===== src/rtl/irq_router_pkg.sv =====
package irq_router_pkg;

  localparam int OFF_STATUS = 0;
  localparam int OFF_ENABLE = 2;
  localparam int OFF_CRIT   = 3;
  localparam int OFF_POL    = 4;
  localparam int OFF_TRIG   = 5;
  localparam int OFF_MASKED = 6;

  typedef enum logic [2:0] {
    SEL_NONE,
    SEL_STATUS,
    SEL_ENABLE,
    SEL_CRIT,
    SEL_POL,
    SEL_TRIG,
    SEL_MASKED
  } regSel_e;

  typedef struct packed {
    logic    clrStatus;
    logic    wrEnable;
    logic    wrCrit;
    logic    wrPol;
    logic    wrTrig;
    logic    rdStrobe;
    regSel_e rdSel;
  } ctrlStrb_t;

endpackage


===== src/rtl/irq_router_ctrl.sv =====
module irq_router_ctrl
  import irq_router_pkg::*;
#(
  parameter int ADDR_W = 4
) (
  input  logic              clk,
  input  logic              rstN,
  input  logic [ADDR_W-1:0] busAddr,
  input  logic              busWrEn,
  input  logic              busRdEn,
  output ctrlStrb_t         strb
);

  regSel_e addrSel;

  always_comb begin
    addrSel = SEL_NONE;
    if (busAddr == ADDR_W'(OFF_STATUS))      addrSel = SEL_STATUS;
    else if (busAddr == ADDR_W'(OFF_ENABLE)) addrSel = SEL_ENABLE;
    else if (busAddr == ADDR_W'(OFF_CRIT))   addrSel = SEL_CRIT;
    else if (busAddr == ADDR_W'(OFF_POL))    addrSel = SEL_POL;
    else if (busAddr == ADDR_W'(OFF_TRIG))   addrSel = SEL_TRIG;
    else if (busAddr == ADDR_W'(OFF_MASKED)) addrSel = SEL_MASKED;
  end

  always_comb begin
    strb           = '0;
    strb.clrStatus = busWrEn && (addrSel == SEL_STATUS);
    strb.wrEnable  = busWrEn && (addrSel == SEL_ENABLE);
    strb.wrCrit    = busWrEn && (addrSel == SEL_CRIT);
    strb.wrPol     = busWrEn && (addrSel == SEL_POL);
    strb.wrTrig    = busWrEn && (addrSel == SEL_TRIG);
    strb.rdStrobe  = busRdEn;
    strb.rdSel     = addrSel;
  end

  // an address selects at most one writable register
  assert_one_write_R10: assert property (@(posedge clk) disable iff (!rstN)
    $onehot0({strb.clrStatus, strb.wrEnable, strb.wrCrit, strb.wrPol, strb.wrTrig}));

  // the read-only offset never raises a write strobe
  assert_masked_ro_R7: assert property (@(posedge clk) disable iff (!rstN)
    (busAddr == ADDR_W'(OFF_MASKED)) |->
      !(strb.clrStatus || strb.wrEnable || strb.wrCrit || strb.wrPol || strb.wrTrig));

endmodule


===== src/rtl/irq_router_dp.sv =====
module irq_router_dp
  import irq_router_pkg::*;
#(
  parameter int NUM_SRC     = 32,
  parameter int SYNC_STAGES = 2,
  localparam int IDX_W      = $clog2(NUM_SRC)
) (
  input  logic               clk,
  input  logic               rstN,
  input  ctrlStrb_t          strb,
  input  logic [NUM_SRC-1:0] busWrData,
  output logic [NUM_SRC-1:0] busRdData,
  input  logic [NUM_SRC-1:0] irqIn,
  output logic               irqNormal,
  output logic               irqCritical,
  output logic [IDX_W-1:0]   pendIdx,
  output logic               pendValid
);

  // Internal vectors use register bit order: source n lives at bit NUM_SRC-1-n.
  logic [NUM_SRC-1:0] rawOrd;
  logic [NUM_SRC-1:0] syncQ [SYNC_STAGES];
  logic [NUM_SRC-1:0] prevQ;
  logic [NUM_SRC-1:0] statusQ, enableQ, critQ, polQ, trigQ;
  logic [NUM_SRC-1:0] setVec, maskedVec, clrMask;
  logic [NUM_SRC-1:0] rdDataQ;
  logic               irqNormalQ, irqCritQ;

  genvar n;
  generate
    for (n = 0; n < NUM_SRC; n++) begin : g_order
      assign rawOrd[NUM_SRC-1-n] = irqIn[n];
    end
  endgenerate

  genvar s;
  generate
    for (s = 0; s < SYNC_STAGES; s++) begin : g_sync
      always_ff @(posedge clk) begin
        if (!rstN) syncQ[s] <= '0;
        else if (s == 0) syncQ[s] <= rawOrd;
        else syncQ[s] <= syncQ[(s == 0) ? 0 : s-1];
      end
    end
  endgenerate

  always_ff @(posedge clk) begin
    if (!rstN) prevQ <= '0;
    else       prevQ <= syncQ[SYNC_STAGES-1];
  end

  // Per-source detector: level or edge, polarity applied before detection
  generate
    for (n = 0; n < NUM_SRC; n++) begin : g_detect
      logic actNow, actPrev;
      assign actNow  = ~(syncQ[SYNC_STAGES-1][n] ^ polQ[n]);
      assign actPrev = ~(prevQ[n] ^ polQ[n]);
      assign setVec[n] = trigQ[n] ? (actNow & ~actPrev) : actNow;
    end
  endgenerate

  assign clrMask = strb.clrStatus ? busWrData : '0;

  always_ff @(posedge clk) begin
    if (!rstN) statusQ <= '0;
    else       statusQ <= (statusQ & ~clrMask) | setVec;
  end

  always_ff @(posedge clk) begin
    if (!rstN) begin
      enableQ <= '0;
      critQ   <= '0;
      polQ    <= '1;
      trigQ   <= '0;
    end else begin
      if (strb.wrEnable) enableQ <= busWrData;
      if (strb.wrCrit)   critQ   <= busWrData;
      if (strb.wrPol)    polQ    <= busWrData;
      if (strb.wrTrig)   trigQ   <= busWrData;
    end
  end

  assign maskedVec = statusQ & enableQ;

  always_ff @(posedge clk) begin
    if (!rstN) begin
      irqNormalQ <= 1'b0;
      irqCritQ   <= 1'b0;
    end else begin
      irqNormalQ <= |(maskedVec & ~critQ);
      irqCritQ   <= |(maskedVec & critQ);
    end
  end

  assign irqNormal   = irqNormalQ;
  assign irqCritical = irqCritQ;

  // Lowest set bit of masked status maps to the highest-numbered source
  always_comb begin
    pendIdx   = '0;
    pendValid = 1'b0;
    for (int b = NUM_SRC-1; b >= 0; b--) begin
      if (maskedVec[b]) begin
        pendIdx   = IDX_W'(NUM_SRC-1-b);
        pendValid = 1'b1;
      end
    end
  end

  always_ff @(posedge clk) begin
    if (!rstN) rdDataQ <= '0;
    else if (strb.rdStrobe) begin
      unique case (strb.rdSel)
        SEL_STATUS: rdDataQ <= statusQ;
        SEL_ENABLE: rdDataQ <= enableQ;
        SEL_CRIT:   rdDataQ <= critQ;
        SEL_POL:    rdDataQ <= polQ;
        SEL_TRIG:   rdDataQ <= trigQ;
        SEL_MASKED: rdDataQ <= maskedVec;
        default:    rdDataQ <= '0;
      endcase
    end
  end

  assign busRdData = rdDataQ;

  // a clear with no competing set empties the bit
  assert_clear_R5: assert property (@(posedge clk) disable iff (!rstN)
    strb.clrStatus |=> ((statusQ & $past(busWrData & ~setVec)) == '0));

  // a set event always lands, even against a clear
  assert_set_wins_R6: assert property (@(posedge clk) disable iff (!rstN)
    (|setVec) |=> ((statusQ & $past(setVec)) == $past(setVec)));

  // output lines follow the previous cycle's routed masked status
  assert_crit_line_R8: assert property (@(posedge clk) disable iff (!rstN)
    1'b1 |=> (irqCritical == $past(|(statusQ & enableQ & critQ))));
  assert_norm_line_R8: assert property (@(posedge clk) disable iff (!rstN)
    1'b1 |=> (irqNormal == $past(|(statusQ & enableQ & ~critQ))));

  // the index points at a set masked bit with nothing set below it
  assert_pend_idx_R9: assert property (@(posedge clk) disable iff (!rstN)
    pendValid |-> (maskedVec[NUM_SRC-1-int'(pendIdx)] &&
      ((maskedVec & ((NUM_SRC'(1) << (NUM_SRC-1-int'(pendIdx))) - NUM_SRC'(1))) == '0)));

endmodule


===== src/rtl/irq_router.sv =====
module irq_router
  import irq_router_pkg::*;
#(
  parameter int NUM_SRC     = 32,
  parameter int ADDR_W      = 4,
  parameter int SYNC_STAGES = 2,
  localparam int IDX_W      = $clog2(NUM_SRC)
) (
  input  logic               clk,
  input  logic               rstN,
  input  logic [ADDR_W-1:0]  busAddr,
  input  logic               busWrEn,
  input  logic               busRdEn,
  input  logic [NUM_SRC-1:0] busWrData,
  output logic [NUM_SRC-1:0] busRdData,
  input  logic [NUM_SRC-1:0] irqIn,
  output logic               irqNormal,
  output logic               irqCritical,
  output logic [IDX_W-1:0]   pendIdx,
  output logic               pendValid
);

  ctrlStrb_t strb;

  irq_router_ctrl #(.ADDR_W(ADDR_W)) u_ctrl (
    .clk     (clk),
    .rstN    (rstN),
    .busAddr (busAddr),
    .busWrEn (busWrEn),
    .busRdEn (busRdEn),
    .strb    (strb)
  );

  irq_router_dp #(.NUM_SRC(NUM_SRC), .SYNC_STAGES(SYNC_STAGES)) u_dp (
    .clk         (clk),
    .rstN        (rstN),
    .strb        (strb),
    .busWrData   (busWrData),
    .busRdData   (busRdData),
    .irqIn       (irqIn),
    .irqNormal   (irqNormal),
    .irqCritical (irqCritical),
    .pendIdx     (pendIdx),
    .pendValid   (pendValid)
  );

endmodule


===== config.mk =====
export PLATFORM = sky130hd
export DESIGN_NAME = irq_router
export DESIGN_NICKNAME = d
export VERILOG_FILES = /design/src/rtl/irq_router_pkg.sv /design/src/rtl/irq_router_ctrl.sv /design/src/rtl/irq_router_dp.sv /design/src/rtl/irq_router.sv
export SDC_FILE = /design/constraint.sdc
export NUM_CORES = 1
export LEC_CHECK = 0
export ABC_AREA = 1
export BUFFER_PORTS_ARGS = -buffer_cell sky130_fd_sc_hd__clkbuf_2
export CAP_MARGIN = 20
export CORE_MARGIN = 2
export CORE_UTILIZATION = 40
export CTS_CLUSTER_DIAMETER = 100
export CTS_CLUSTER_SIZE = 12
export DETAILED_ROUTE_END_ITERATION = 6
export GPL_TIMING_DRIVEN = 0
export SYNTH_ARGS = -nofsm -noshare
export SYNTH_HDL_FRONTEND = slang
export SYNTH_SLANG_ARGS = --single-unit

===== constraint.sdc =====
create_clock -name clk -period 4.65 [get_ports clk]
set_input_delay 0.465 -clock clk [delete_from_list [all_inputs] [get_ports clk]]
set_output_delay 0.465 -clock clk [all_outputs]
set_load 0.05 [all_outputs]

Word level (Yosys, flattened, before mapping)

Memory sizes are Yosys's and may differ from the RTL's.
Cells that the tools add are included.

Equal/unequal tests: 11
Multipliers: 0
Muxes and demuxes: 107
Bitwise logic cells: 137
Add/sub/neg operators: 0
Reduce and logical (&&, ||, !) cells: 8
Order comparisons: 0
Div/mod/pow operators: 0
Shift-type cells: 0

Operators by type and width:

| operator             | count |
|---|---|
| $pmux W32 S6         | 1 |
| $mux W5              | 30 |
| $and A32 B32 Y32     | 4 |
| $mux W32             | 3 |
| $mux W1              | 67 |
| $not A32 Y32         | 2 |
| $reduce_or A32 Y1    | 2 |
| $xor A1 B1 Y1        | 64 |
| $and A1 B1 Y1        | 32 |
| $not A1 Y1           | 32 |
| $or A32 B32 Y32      | 1 |
| $mux W3              | 6 |
| $eq A4 B3 Y1 const B | 3 |
| $eq A3 B3 Y1 const B | 3 |
| $eq A4 B2 Y1 const B | 2 |
| $eq A3 B2 Y1 const B | 2 |
| $logic_and A1 B1 Y1  | 5 |
| $logic_not A4 Y1     | 1 |
| $eq A3 B1 Y1 const B | 1 |
| $or A1 B1 Y1         | 2 |

ROM bits: 0
Latch bits: 0
Bits in writable memories: 64
Bits in registers: 226
Memories kept: 1

Memories:

| memory     | depth | width | rd ports | clocked after Yosys merged registers in | write ports | RTL line            | text |
|---|---|---|---|---|---|---|---|
| u_dp.syncQ | 2     | 32    | 2        | 0                                       | 2           | irq_router_dp.sv:22 | `logic [NUM_SRC-1:0] syncQ [SYNC_STAGES];` |

Logic depth before layout (Yosys ltp)

Depth after elaboration: 33
Depth in mapped cells: 32

Cells and area by module

From an unflattened synthesis, not the netlist that was laid out.

Cells, all modules: 1,610
Area total of the unflattened synthesis: 11,915.2 um2

Modules (own cells, without submodules):

| module          | instances | cells an instance | area an instance (um2) |
|---|---|---|---|
| irq_router_dp   | 1         | 1,585             | 11,807.6 |
| irq_router_ctrl | 1         | 25                | 107.6 |

Worst setup path before layout

No wires, ideal clock.

Path type: register -> output
Start point: register u_dp.enableQ[30]
End point: output port pendIdx[0]
Buffers on the path: 0
Arrival time: 2,049 ps
Slack: 2,136 ps
Cell stages (with the launch flop): 33
Data required time: 4,185 ps
Cells stage by stage: dfxtp_1 -> nand2_2 -> clkinv_2 -> nand2_1 -> nand2_1 -> nand2_1 -> nand2_1 -> nand2_1 -> nand2_1 -> nand2_1 -> nand2_1 -> nand2_1 -> nand2_1 -> nand2_1 -> nand2_1 -> nand2_1 -> nand2_1 -> nand2_1 -> nand2_1 -> nand2_1 -> nand2_1 -> nand2_1 -> nand2_1 -> nand2_1 -> nand2_1 -> nand2_1 -> nand2_1 -> nand2_1 -> nand2_1 -> nand2_1 -> nand2_1 -> nand2_1 -> nand2_1

Word-level cells in the longest chain between the ends: 32

Ends and longest elaborated chain:

| element                | RTL line             | text |
|---|---|---|
| from (decl)            | irq_router_dp.sv:24  | `logic [NUM_SRC-1:0] statusQ, enableQ, critQ, polQ, trigQ;` |
| from (signal assigned) | irq_router_dp.sv:76  | `if (strb.wrEnable) enableQ <= busWrData;` |
| $and A32 B32 Y32       | irq_router_dp.sv:83  | `assign maskedVec = statusQ & enableQ;` |
| $mux W1                | irq_router_dp.sv:103 | `if (maskedVec[b]) begin` |
| $mux W5 (30 in series) | irq_router_dp.sv:103 |  |
| to (decl)              | irq_router.sv:19     | `output logic [IDX_W-1:0] pendIdx,` |

Every way passes these cells.

Final worst setup path

Start point: register u_dp.statusQ[30]
End point: output port pendIdx[0]

Word-level cells in the longest chain between the ends: 32

Ends and longest elaborated chain:

| element                | RTL line             | text |
|---|---|---|
| from (decl)            | irq_router_dp.sv:24  |  |
| from (signal assigned) | irq_router_dp.sv:66  | `else statusQ <= (statusQ & ~clrMask) \| setVec;` |
| $and A32 B32 Y32       | irq_router_dp.sv:83  |  |
| $mux W1                | irq_router_dp.sv:103 |  |
| $mux W5 (30 in series) | irq_router_dp.sv:103 |  |

Every way passes these cells.

==> results.cfg <==
[power]
switching_share_pct = 25.0
p_seq_share_pct = 52.2
pwr-share-comb_pct = 7.6
power_density_nw_per_um2 = 374
power.switching_w = 0.00126
irDropWorstVdd_uv = 277
leakage_nw = 6.06
clkPwrFrac_pct = 40.2
p_int_w = 0.00377

[cts]
holdBufCountCts = 0
cts_root_buffer = clkbuf_16
insertion_delay_ns = 0.56
clk_path_buf_depth = 3
cts.clk_slew.worst_paths_ns = 0.06
cts_max_level = 1
post_cts_resized = 0
cts_tree = done
postCtsSetupBuffers = 0
clock-sinks = 290
numCtsBuffers = 28

[sta]
tns_ns = 0
tightest_slew_ns = 1.07
timing.final.crit_share_pct = 76.8
finalSetupViolations = 0
finalCriticalPeriod_ns = 3.57
skew_ns = 0.0116
rsz0062_at_grt = false
fin_ws_ns = 1.08
finalMaxSlewViolations = 0
max_slew_margin_pct = 28.4
fmax_mhz = 280
fin_hold_ws_ns = 0.0848
final_hold_viol_count = 0

[synth]
synth.distinct_cells = 27
synth_warnings = 0
synthCells = 1543
synth_ff_type = dfxtp_1
synthesis.nets = 1615
syn-cell-area_um2 = 11700
syn_area_per_cell_um2 = 7.58
synth_top_cell_by_area = dfxtp_1
async_flop_share_pct = 0
ys_ff_latch = 290
synth_edf_count = 0
seq_area_frac_synth_pct = 49.6
synth.area.top_cells = dfxtp_1 50%, nand2_1 11%, inv_1 7.3%
synthDominantCellAreaShare_pct = 49.6

[critical_path]
cp_slowest_cell = dfxtp_1
path_class = flop to primary output
arrival_ns = 3.11
path_max_fanout = 3
cp.required_ns = 4.18
end_kind = primary output
ff2ff_path_depth = 4
cp-start-kind = flop
cpMostUsedCell = nand2_1
slowest_delay_ns = 0.38

[global_route]
overflow = 0
grt_pass1_vias = 10500
grt_max_degree = 14
antenna_found_initial = 1
grt_pass1_wl_um = 60800
grt_usage_pct = 25.7

[die]
initial_core_util_pct = 40.6
core_area_um2 = 28800
die_h_um = 175
die_w_um = 175
die_area_um2 = 30600
fp-row-count = 62
io_pins = 112

[routing]
via_count = 11100
finalWirelength_um = 39700
drc = 0
drt_iter0_markers = 964
wire_per_inst_um = 19.2
ant_nets = 0
drt-pass1-iter-count = 5
via_per_inst = 5.38

[layout]
nets = 1753
finish.utilization_pct = 46.8
area_delta_synth_final_pct = 15.1
drive_above_1_share_pct = 9.52

[min_path]
hold_class = input port to flop
worst_hold_path.num_cells = 3

[placement]
portBuffers = 108
place_worst_setup_slack_ns = 1.51
hpwlAfterDp_um = 28800
gp_congestion = 0.960

[run_status]
status = finished clean

[job]
maxCapViolCount = 0
worst paths after layout:
path,to,from,slack (ns)
min reg2reg,u_dp.syncQ[1][2],u_dp.syncQ[0][2],0.40
max reg2reg,u_dp.irqNormal,u_dp.statusQ[15],3.02
min,u_dp.syncQ[0][24],irqIn[7],0.08
max,pendIdx[0],u_dp.statusQ[30],1.08
registers in the layout, summed over array words and instances (netlist names):
signal and count:
u_dp.polQ 32, u_dp.busRdData 32, u_dp.irqCritical 1, u_dp.prevQ 32
u_dp.critQ 32, u_dp.syncQ 64, u_dp.trigQ 32, u_dp.statusQ 32
u_dp.irqNormal 1, u_dp.enableQ 32
logic make-up after synthesis:
| group | count (synthesis) | share of synthesized area [%] |
|---|---|---|
| and+or+nand+nor | 445 | 15.6 |
| buffers and inverters | 320 | 10.3 |
| DFF | 290 | 49.6 |
| AOI/OAI and AO/OA | 488 | 24.4 |
power groups by stage:
| stage | registers (W) | logic [W] | clock network, W |
|---|---|---|---|
| global placement | 0.00268 | 0.000374 | 0 |
| floorplan | 0.00269 | 0.000208 | 0 |
| CTS | 0.00263 | 0.000381 | 0.00205 |
| detailed placement | 0.00268 | 0.000379 | 0 |
| global route | 0.00264 | 0.000423 | 0.00214 |
| finish | 0.00263 | 0.000382 | 0.00202 |
per-layer routing:
metal | track usage, % | wire length [um] | vias up
met4 | 11.4 | 1840 | 0
met1 | 34.4 | 17400 | 5202
met2 | 40.9 | 17600 | 420
li1 | - | - | 5402
met3 | 4.05 | 2830 | 96
met5 | 0 | 0 | -
through the flow:
stage	total power [W]	cells	cell area, um^2
final	0.00503	2066	13500
after global routing	0.00520	2065	13500
after CTS	0.00506	2065	13500
after detailed placement	0.00306	2035	12700
after global placement	0.00305	2035	12700
after floorplan	0.00289	1543	11700
critical path, delay by kind of cell, from the launching register on:
kind,cells,cell delay (ns)
DFF,1,0.38
buffers and inverters,2,0.37
and+or+nand+nor,31,1.82
layout make-up:
class                           count  area (um^2)
Antenna cell                        1         2.50
Buffer                             84          315
Clock buffer                       29          726
Clock inverter                      1         11.3
Fill cell                        2899        15300
Inverter                          236          887
Multi-Input combinational cell    933         4690
Sequential cell                   290         5810
Tap cell                          384          480
Timing Repair Buffer              108          541
placed cells by master (no fill, tap or decap), types with 2 or more instances in the layout:
cell,count
nor4_1,7
o21ai_1,12
nor3_1,3
a31oi_1,33
nand2_4,11
a41oi_1,2
o21ai_0,162
nand2_1,328
inv_2,7
nor2_1,55
o31ai_1,5
clkbuf_2,108
o22ai_1,54
inv_1,228
a21oi_1,128
o211ai_1,44
dfxtp_1,290
nand3_1,38
clkbuf_1,79
o221ai_1,17
a221oi_1,28
clkbuf_16,29
buf_1,5
nand2_2,2
cells in the mapped netlist, drive strengths merged (28+ instances only):
master    n
a21oi   128
a31oi    33
a221oi   28
nand2   341
dfxtp   290
o21ai   174
clkbuf   79
nand3    38
o211ai   44
o22ai    54
nor2     55
inv     235
Note: power is estimated with default switching activity, not from simulation.
